==> config.mk <==
export PLATFORM = sky130hd
export DESIGN_NAME = flash_cmd_ctrl
export DESIGN_NICKNAME = d
export VERILOG_FILES = /design/src/rtl/fci_pkg.sv /design/src/rtl/fci_lock_check.sv /design/src/rtl/fci_busy_timer.sv /design/src/rtl/fci_array.sv /design/src/rtl/flash_cmd_ctrl.sv
export SDC_FILE = /design/constraint.sdc
export NUM_CORES = 1
export LEC_CHECK = 0
export CORE_UTILIZATION = 40
export DETAILED_ROUTE_END_ITERATION = 8
export DONT_BUFFER_PORTS = 1
export GPL_ROUTABILITY_DRIVEN = 0
export HOLD_SLACK_MARGIN = 0.05
export RECOVER_POWER = 25
export SYNTH_ARGS = -nofsm -noshare
export SYNTH_HDL_FRONTEND = slang
export SYNTH_SLANG_ARGS = --single-unit
==> constraint.sdc <==
create_clock -name clk -period 3.59 [get_ports clk]
set_input_delay 1.077 -clock clk [delete_from_list [all_inputs] [get_ports clk]]
set_output_delay 1.077 -clock clk [all_outputs]
set_load 0.05 [all_outputs]
==> src/rtl/fci_pkg.sv <==
package fci_pkg;
  typedef enum logic [1:0] {RD_ARRAY, RD_IDENT, RD_STATUS} rd_mode_e;
  typedef enum logic [1:0] {PEND_NONE, PEND_ERASE, PEND_WRITE} pend_e;

  localparam logic [7:0] OP_READ_ARRAY = 8'hFF;
  localparam logic [7:0] OP_READ_ID    = 8'h90;
  localparam logic [7:0] OP_READ_STAT  = 8'h70;
  localparam logic [7:0] OP_CLR_STAT   = 8'h50;
  localparam logic [7:0] OP_ERASE      = 8'h20;
  localparam logic [7:0] OP_WRITE_A    = 8'h40;
  localparam logic [7:0] OP_WRITE_B    = 8'h10;
  localparam logic [7:0] OP_SUSPEND    = 8'hB0;
  localparam logic [7:0] OP_CONFIRM    = 8'hD0;

  localparam logic [15:0] MFR_CODE = 16'h00B0;
endpackage

==> src/rtl/fci_lock_check.sv <==
module fci_lock_check #(
  parameter int BLK_W    = 3,
  parameter int NUM_BOOT = 2
) (
  input  logic             vpp_ok,
  input  logic             rp_n,
  input  logic             rp_hv,
  input  logic             wp_n,
  input  logic [BLK_W-1:0] blk,
  output logic             vpp_fail,
  output logic             lock_fail
);
  localparam logic [BLK_W:0] BOOT_LIM = (BLK_W+1)'(NUM_BOOT);

  logic is_boot;
  assign is_boot  = ({1'b0, blk} < BOOT_LIM);
  assign vpp_fail = !vpp_ok;

  always_comb begin
    if (!rp_n)      lock_fail = 1'b1;
    else if (rp_hv) lock_fail = 1'b0;
    else            lock_fail = !wp_n && is_boot;
  end
endmodule

==> src/rtl/fci_busy_timer.sv <==
module fci_busy_timer #(
  parameter int CNT_W = 5
) (
  input  logic             clk,
  input  logic             rst_n,
  input  logic             load,
  input  logic [CNT_W-1:0] load_val,
  input  logic             run,
  output logic             done
);
  logic [CNT_W-1:0] cnt_q;

  always_ff @(posedge clk) begin
    if (!rst_n)                    cnt_q <= '0;
    else if (load)                 cnt_q <= load_val;
    else if (run && cnt_q != '0)   cnt_q <= cnt_q - 1'b1;
  end

  assign done = run && !load && (cnt_q == CNT_W'(1));

  // every running cycle consumes exactly one count
  p_count_down_r3: assert property (@(posedge clk) disable iff (!rst_n)
    (run && !load && cnt_q > CNT_W'(1)) |=> (cnt_q == $past(cnt_q) - CNT_W'(1)));

  // a paused operation keeps its remaining count
  p_hold_paused_r9: assert property (@(posedge clk) disable iff (!rst_n)
    (!run && !load) |=> $stable(cnt_q));
endmodule

==> src/rtl/fci_array.sv <==
module fci_array #(
  parameter int NUM_BLOCKS  = 8,
  parameter int BLOCK_WORDS = 4,
  localparam int WORDS = NUM_BLOCKS * BLOCK_WORDS,
  localparam int AW    = $clog2(WORDS),
  localparam int BLK_W = $clog2(NUM_BLOCKS)
) (
  input  logic             clk,
  input  logic             rst_n,
  input  logic             wr_en,
  input  logic [AW-1:0]    wr_addr,
  input  logic [15:0]      wr_data,
  input  logic             er_en,
  input  logic [BLK_W-1:0] er_blk,
  input  logic [AW-1:0]    rd_addr,
  output logic [15:0]      rd_word
);
  logic [15:0] mem_q [WORDS];

  always_ff @(posedge clk) begin
    if (!rst_n) begin
      for (int i = 0; i < WORDS; i++) mem_q[i] <= '1;
    end else begin
      for (int i = 0; i < WORDS; i++) begin
        if (er_en && er_blk == BLK_W'(i / BLOCK_WORDS))
          mem_q[i] <= '1;
        else if (wr_en && wr_addr == AW'(i))
          mem_q[i] <= mem_q[i] & wr_data;
      end
    end
  end

  assign rd_word = mem_q[rd_addr];
endmodule

==> src/rtl/flash_cmd_ctrl.sv <==
module flash_cmd_ctrl
  import fci_pkg::*;
#(
  parameter int NUM_BLOCKS   = 8,
  parameter int BLOCK_WORDS  = 4,
  parameter int NUM_BOOT     = 2,
  parameter int WRITE_CYCLES = 6,
  parameter int ERASE_CYCLES = 20,
  parameter logic [15:0] DEV_CODE = 16'h005A,
  localparam int WORDS = NUM_BLOCKS * BLOCK_WORDS,
  localparam int AW    = $clog2(WORDS),
  localparam int BLK_W = $clog2(NUM_BLOCKS),
  localparam int OFS_W = $clog2(BLOCK_WORDS),
  localparam int MAXC  = (ERASE_CYCLES > WRITE_CYCLES) ? ERASE_CYCLES : WRITE_CYCLES,
  localparam int CNT_W = $clog2(MAXC + 1)
) (
  input  logic          clk,
  input  logic          rst_n,
  input  logic [AW-1:0] bus_addr,
  input  logic [15:0]   bus_wdata,
  input  logic          bus_we,
  input  logic          bus_re,
  output logic [15:0]   rd_data,
  output logic          rd_valid,
  input  logic          vpp_ok,
  input  logic          rp_n,
  input  logic          rp_hv,
  input  logic          wp_n,
  output logic          rb_level,
  output logic          rb_drive
);
  // ---------------- state ----------------
  rd_mode_e         mode_q, mode_d;
  pend_e            pend_q, pend_d;
  logic [BLK_W-1:0] pend_blk_q;
  logic             w_act_q, w_susp_q;
  logic [AW-1:0]    w_addr_q;
  logic [15:0]      w_data_q;
  logic             e_act_q, e_susp_q;
  logic [BLK_W-1:0] e_blk_q;
  logic             err_e_q, err_w_q, err_vpp_q, err_prot_q;

  // ---------------- decode outputs ----------------
  logic       start_w, start_e, set_e, set_w, set_vpp, set_prot, clr_err;
  logic       susp_w_req, susp_e_req, res_w, res_e;
  logic       w_run, e_run, busy, done_w, done_e;
  logic       vpp_fail, lock_fail;
  logic [7:0] op;
  logic [BLK_W-1:0] addr_blk;
  logic [15:0] stat_word, arr_word, id_word;

  assign op       = bus_wdata[7:0];
  assign addr_blk = bus_addr[AW-1:OFS_W];
  assign w_run    = w_act_q && !w_susp_q;
  assign e_run    = e_act_q && !e_susp_q && !w_act_q;
  assign busy     = w_run || e_run;

  fci_lock_check #(.BLK_W(BLK_W), .NUM_BOOT(NUM_BOOT)) u_lock (
    .vpp_ok(vpp_ok), .rp_n(rp_n), .rp_hv(rp_hv), .wp_n(wp_n),
    .blk(addr_blk), .vpp_fail(vpp_fail), .lock_fail(lock_fail)
  );

  fci_busy_timer #(.CNT_W(CNT_W)) u_wtimer (
    .clk(clk), .rst_n(rst_n), .load(start_w),
    .load_val(CNT_W'(WRITE_CYCLES)), .run(w_run), .done(done_w)
  );

  fci_busy_timer #(.CNT_W(CNT_W)) u_etimer (
    .clk(clk), .rst_n(rst_n), .load(start_e),
    .load_val(CNT_W'(ERASE_CYCLES)), .run(e_run), .done(done_e)
  );

  fci_array #(.NUM_BLOCKS(NUM_BLOCKS), .BLOCK_WORDS(BLOCK_WORDS)) u_array (
    .clk(clk), .rst_n(rst_n),
    .wr_en(done_w), .wr_addr(w_addr_q), .wr_data(w_data_q),
    .er_en(done_e), .er_blk(e_blk_q),
    .rd_addr(bus_addr), .rd_word(arr_word)
  );

  // ---------------- command decode ----------------
  always_comb begin
    mode_d     = mode_q;
    pend_d     = pend_q;
    start_w    = 1'b0;
    start_e    = 1'b0;
    set_e      = 1'b0;
    set_w      = 1'b0;
    set_vpp    = 1'b0;
    set_prot   = 1'b0;
    clr_err    = 1'b0;
    susp_w_req = 1'b0;
    susp_e_req = 1'b0;
    res_w      = 1'b0;
    res_e      = 1'b0;
    if (bus_we) begin
      if (busy) begin
        if (op == OP_SUSPEND) begin
          if (w_run) susp_w_req = 1'b1;
          else       susp_e_req = 1'b1;
        end
      end else if (pend_q != PEND_NONE) begin
        pend_d = PEND_NONE;
        mode_d = RD_STATUS;
        if (pend_q == PEND_ERASE && (op != OP_CONFIRM || addr_blk != pend_blk_q)) begin
          set_e = 1'b1;
          set_w = 1'b1;
        end else if (vpp_fail) begin
          set_vpp = 1'b1;
        end else if (lock_fail) begin
          set_prot = 1'b1;
        end else if (pend_q == PEND_ERASE) begin
          start_e = 1'b1;
        end else begin
          start_w = 1'b1;
        end
      end else begin
        unique case (op)
          OP_READ_ARRAY: mode_d = RD_ARRAY;
          OP_READ_ID:    mode_d = RD_IDENT;
          OP_READ_STAT:  mode_d = RD_STATUS;
          OP_CLR_STAT:   clr_err = 1'b1;
          OP_ERASE:      if (!w_act_q && !e_act_q) pend_d = PEND_ERASE;
          OP_WRITE_A,
          OP_WRITE_B:    if (!w_act_q) pend_d = PEND_WRITE;
          OP_CONFIRM: begin
            if (w_susp_q) begin
              res_w  = 1'b1;
              mode_d = RD_STATUS;
            end else if (e_susp_q && !w_act_q) begin
              res_e  = 1'b1;
              mode_d = RD_STATUS;
            end
          end
          default: ;
        endcase
      end
    end
  end

  // ---------------- state update ----------------
  always_ff @(posedge clk) begin
    if (!rst_n) begin
      mode_q     <= RD_ARRAY;
      pend_q     <= PEND_NONE;
      pend_blk_q <= '0;
      w_act_q    <= 1'b0;
      w_susp_q   <= 1'b0;
      w_addr_q   <= '0;
      w_data_q   <= '0;
      e_act_q    <= 1'b0;
      e_susp_q   <= 1'b0;
      e_blk_q    <= '0;
      err_e_q    <= 1'b0;
      err_w_q    <= 1'b0;
      err_vpp_q  <= 1'b0;
      err_prot_q <= 1'b0;
    end else begin
      mode_q <= mode_d;
      pend_q <= pend_d;
      if (bus_we && !busy && pend_q == PEND_NONE && op == OP_ERASE) pend_blk_q <= addr_blk;

      if (start_w) begin
        w_act_q  <= 1'b1;
        w_susp_q <= 1'b0;
        w_addr_q <= bus_addr;
        w_data_q <= bus_wdata;
      end else if (done_w) begin
        w_act_q <= 1'b0;
      end
      if (susp_w_req && !done_w) w_susp_q <= 1'b1;
      if (res_w)                 w_susp_q <= 1'b0;

      if (start_e) begin
        e_act_q  <= 1'b1;
        e_susp_q <= 1'b0;
        e_blk_q  <= addr_blk;
      end else if (done_e) begin
        e_act_q <= 1'b0;
      end
      if (susp_e_req && !done_e) e_susp_q <= 1'b1;
      if (res_e)                 e_susp_q <= 1'b0;

      if (clr_err) begin
        err_e_q    <= 1'b0;
        err_w_q    <= 1'b0;
        err_vpp_q  <= 1'b0;
        err_prot_q <= 1'b0;
      end else begin
        err_e_q    <= err_e_q    | set_e;
        err_w_q    <= err_w_q    | set_w;
        err_vpp_q  <= err_vpp_q  | set_vpp;
        err_prot_q <= err_prot_q | set_prot;
      end
    end
  end

  // ---------------- read path ----------------
  assign stat_word = {8'h00, !busy, e_susp_q, err_e_q, err_w_q,
                      err_vpp_q, w_susp_q, err_prot_q, 1'b0};

  always_comb begin
    if (bus_addr == AW'(0))      id_word = MFR_CODE;
    else if (bus_addr == AW'(1)) id_word = DEV_CODE;
    else                         id_word = 16'h0000;
  end

  always_ff @(posedge clk) begin
    if (!rst_n) begin
      rd_valid <= 1'b0;
      rd_data  <= '0;
    end else begin
      rd_valid <= bus_re;
      if (bus_re) begin
        unique case (mode_q)
          RD_ARRAY: rd_data <= arr_word;
          RD_IDENT: rd_data <= id_word;
          default:  rd_data <= stat_word;
        endcase
      end
    end
  end

  assign rb_level = !busy;
  assign rb_drive = busy || !(w_susp_q || e_susp_q);

  // ---------------- assertions ----------------
  // a bad second erase cycle raises both error flags
  p_improper_erase_r5: assert property (@(posedge clk) disable iff (!rst_n)
    (bus_we && !busy && pend_q == PEND_ERASE && op != OP_CONFIRM) |=> (err_e_q && err_w_q));

  // a supply failure at the data cycle leaves the block ready
  p_vpp_abort_ready_r6: assert property (@(posedge clk) disable iff (!rst_n)
    (bus_we && !busy && pend_q == PEND_WRITE && !vpp_ok) |=> (rb_level && err_vpp_q));

  // the lock flag drops only after a clear-status command
  p_sticky_lock_r7: assert property (@(posedge clk) disable iff (!rst_n)
    $fell(err_prot_q) |-> $past(bus_we && bus_wdata[7:0] == OP_CLR_STAT));

  // erase suspension only follows a suspend command
  p_erase_susp_cmd_r9: assert property (@(posedge clk) disable iff (!rst_n)
    $rose(e_susp_q) |-> $past(bus_we && bus_wdata[7:0] == OP_SUSPEND));

  // a read-array command while busy leaves reads on status
  p_busy_ignores_r12: assert property (@(posedge clk) disable iff (!rst_n)
    (bus_we && busy && op == OP_READ_ARRAY && mode_q == RD_STATUS) |=> (mode_q == RD_STATUS));
endmodule

==> key figures <==
Run status
  • Status: complete, no violations

Clock tree
  • Htree depth: 2
  • Inserted Clock Buffers: 60
  • Clock Root Buffer: clkbuf_16
  • Clock Sinks: 578
  • Postcts setup bufs: 0
  • Hold_buf cts: 0
  • CTS resizes: 0
  • Worst skew pair latency: 0.64 ns
  • Clk pin slew, worst setup/hold paths: 0.06 ns
  • CTS tree: yes
  • Max clock buf depth: 3

Final layout
  • Final cell count without fillers: 3265
  • Share of cells above drive strength 1: 13.1%
  • # diodes: 0
  • Final Net Count: 2378
  • Area Overhead vs Synth: 9.45%

STA
  • Final Hold Viols: 0
  • Final worst slack: 0.498 ns
  • Slew headroom: 13.0%
  • Worst-Margin Slew: 1.30 ns
  • Max Slew Vio Count: 0
  • # setup viols final: 0
  • Final critical-path required period: 3.09 ns
  • Fin Clk Skew: 0.0319 ns
  • Setup TNS Final: 0 ns
  • Final Cycle Share: 86.1%
  • Unrepaired setup endpoints after global routing: no
  • Max Fclk: 323 MHz

Synth
  • Post-synth EDFFs: 512
  • Yosys synthesis warning count: 0
  • Mux share of post-synthesis cell area: 12.9%
  • Compound-Gate Fraction of Synth Area: 4.42%
  • Dominant cell type by area after synthesis: edfxtp_1
  • Synth unique cells: 68
  • Synth Flop Type: edfxtp_1
  • Xor-xnor portion of the synthesized cell area: 0.352%
  • Syn Std Cell Area: 27400 um2
  • Post-synth ARST share: 0%
  • Synth top area share: 56.2%
  • Synthesized Nets: 2413
  • Main combinational cell family by area after synthesis: simple AND/OR/NAND/NOR gates
  • FF+latch count, synth: 578
  • Post-synthesis sequential area ratio: 61.0%
  • Post-Synth Simple-Gate Area: 18.0%
  • Post-synthesis cell count: 2380
  • Syn Area/Cell: 11.5 um2
  • Area share of fa/ha/maj cells after synthesis: 0.183%
  • Area contributors post-synth: edfxtp_1, nand2_1, mux4_2

Critical path
  • Max FO, Critical Path: 16
  • Slowest-stage cell, CP: clkbuf_1
  • CP cell instances: and2b_1 -> nand3_1 -> or4_1 -> nand2_1 -> clkbuf_1
  • CP max stage delay: 0.84 ns
  • WS Path Type: flip-flop to flip-flop
  • Crit end category: flip-flop
  • Critical Path AT: 3.34 ns
  • CP required: 3.84 ns
  • Worst setup SP type: flip-flop

Place
  • HPWL after DPL: 47800 um
  • Post-Place Cells: 3156
  • Post-Place Setup Slack: 0.606 ns
  • IO Port Bufs: 0

GRT
  • Largest net degree at the start of global routing: 134
  • Remaining global-route overflow: 0
  • Vias in the first global route: 18.2k
  • Initial antenna violation count: 2
  • First-pass GRT wire length: 116000 um
  • GRT Util Overall: 22.2%

Die
  • Row cnt: 95
  • Die height: 264 um
  • Die area: 69500 um2
  • Die X: 264 um
  • Core area: 67400 um2
  • Initial Util: 40.6%
  • IO Pins: 48

Detailed routing
  • Avg Vias per Cell: 5.68
  • Post-Route WL: 77400 um
  • Met3 routed WL: 7530 um
  • Residual DRC: 0
  • Via count: 18.6k
  • Met2 Wirelength: 35900 um
  • Drt first pass iters: 5
  • WL met1: 31400 um
  • DR WL/cell: 23.7 um
  • Post-route ant nets: 0
  • Max Used Layer: met5
  • Drt initial violations: 2029

Pwr
  • Leak pwr: 7.16 nW
  • Pwr/cell area: 461 nW/um2
  • Worst vdd ir: 0.364 mV
  • Final total power: 13.8 mW

Min path
  • HP Class: flip-flop to flip-flop

Run
  • Total of max-cap violations: 0
## registers in the layout (all words and copies together), names as in the netlist
| register | flops |
|---|---|
| u_wtimer.cnt_q | 5 |
| u_etimer.cnt_q | 5 |
| mode_q | 2 |
| err_w_q | 1 |
| w_data_q | 16 |
| w_act_q | 1 |
| pend_q | 2 |
| err_vpp_q | 1 |
| u_array.mem_q | 512 |
| rd_valid | 1 |
| e_act_q | 1 |
| w_susp_q | 1 |
| e_susp_q | 1 |
| w_addr_q | 5 |
| pend_blk_q | 3 |
| err_e_q | 1 |
| rd_data | 16 |
| e_blk_q | 3 |
| err_prot_q | 1 |
## routing by layer
metal	track usage (%)	vias to the layer above
met3	5.63	133
met1	29.6	9305
met4	7.57	2
li1	-	8311
met2	35.3	809
met5	0	-
## power breakdown
group          switching, mW  internal [mW]  total (mW)
registers             0.0980           7.31        7.41
clock network           2.63           3.38        6.02
logic                  0.236          0.136       0.371
## worst paths after layout
path,start,to,slack (ns),cells past startpoint
setup / recovery,w_act_q,u_array.mem_q[19][13],0.50,5
hold reg to reg,u_wtimer.cnt_q[4],u_wtimer.cnt_q[4],0.45,2
setup reg to reg,w_act_q,u_array.mem_q[19][13],0.50,5
hold / removal,u_wtimer.cnt_q[4],u_wtimer.cnt_q[4],0.45,2
## cells in the final DEF (no fill, tap or decap), types with 14 or more instances in the layout
cell type	netlist	layout
a21o_1	17	17
buf_4	23	55
o21ai_1	0	27
nand3_1	12	14
a22oi_1	21	21
dfxtp_1	66	66
clkbuf_1	91	28
mux2_2	19	19
edfxtp_1	512	512
a211oi_1	14	14
nor2_1	43	43
mux2i_1	45	45
mux4_2	127	127
nand2_1	1072	1072
clkbuf_16	0	61
a21oi_1	56	56
## worst max-delay path: cells and delay by family (launching register included)
family,cells,cell delay [ns]
buffers and inverters,1,0.84
and+or+nand+nor,4,1.36
DFF,1,0.49
## area by class of cell
| class | instances | area (um2) |
|---|---|---|
| Fill cell | 6117 | 37400 |
| Tap cell | 873 | 1090 |
| Timing Repair Buffer | 71 | 473 |
| Clock inverter | 26 | 180 |
| Clock buffer | 83 | 1680 |
| Inverter | 16 | 60.1 |
| Multi-Input combinational cell | 1618 | 9770 |
| Sequential cell | 578 | 16700 |
## cell families (layout without fill, tap and decap cells)
group                    after synthesis  count (layout)
AND/OR/NAND/NOR                     1221            1221
flip-flops                           578             578
AO/OA/AOI/OAI                        191             191
multiplexers                         191             191
buffers and inverters                184             196
XOR/XNOR                              11              11
adder cells (fa/ha/maj)                4               4
## per-stage QoR
stage          utilization (%)  cell area, um2  hold WS, ns
2_1_floorplan                -           27400        0.419
4_1_cts                   44.6           30100        0.456
3_5_place_dp              41.8           28200        0.446
6_report                  44.4           29900        0.454
3_3_place_gp              41.8           28200        0.429
5_1_grt                   44.4           29900        0.486
## cell usage after synthesis (5+ instances only)
cell	instances
nand4_1	5
a31oi_1	11
a21o_1	17
inv_1	13
nor2_4	8
mux4_2	127
buf_2	50
mux2_2	19
mux2i_1	45
a22oi_1	21
o21ai_0	37
nor2b_1	9
nand3_1	12
a211oi_1	14
nor3_1	12
a21oi_1	56
buf_4	23
nand2_1	1072
o31a_1	5
o22ai_1	7
edfxtp_1	512
nor2_1	43
nand2b_1	11
xor2_1	7
dfxtp_1	66
clkbuf_1	91
nor2_2	12
No activity file was read; power rests on OpenSTA's default activity.
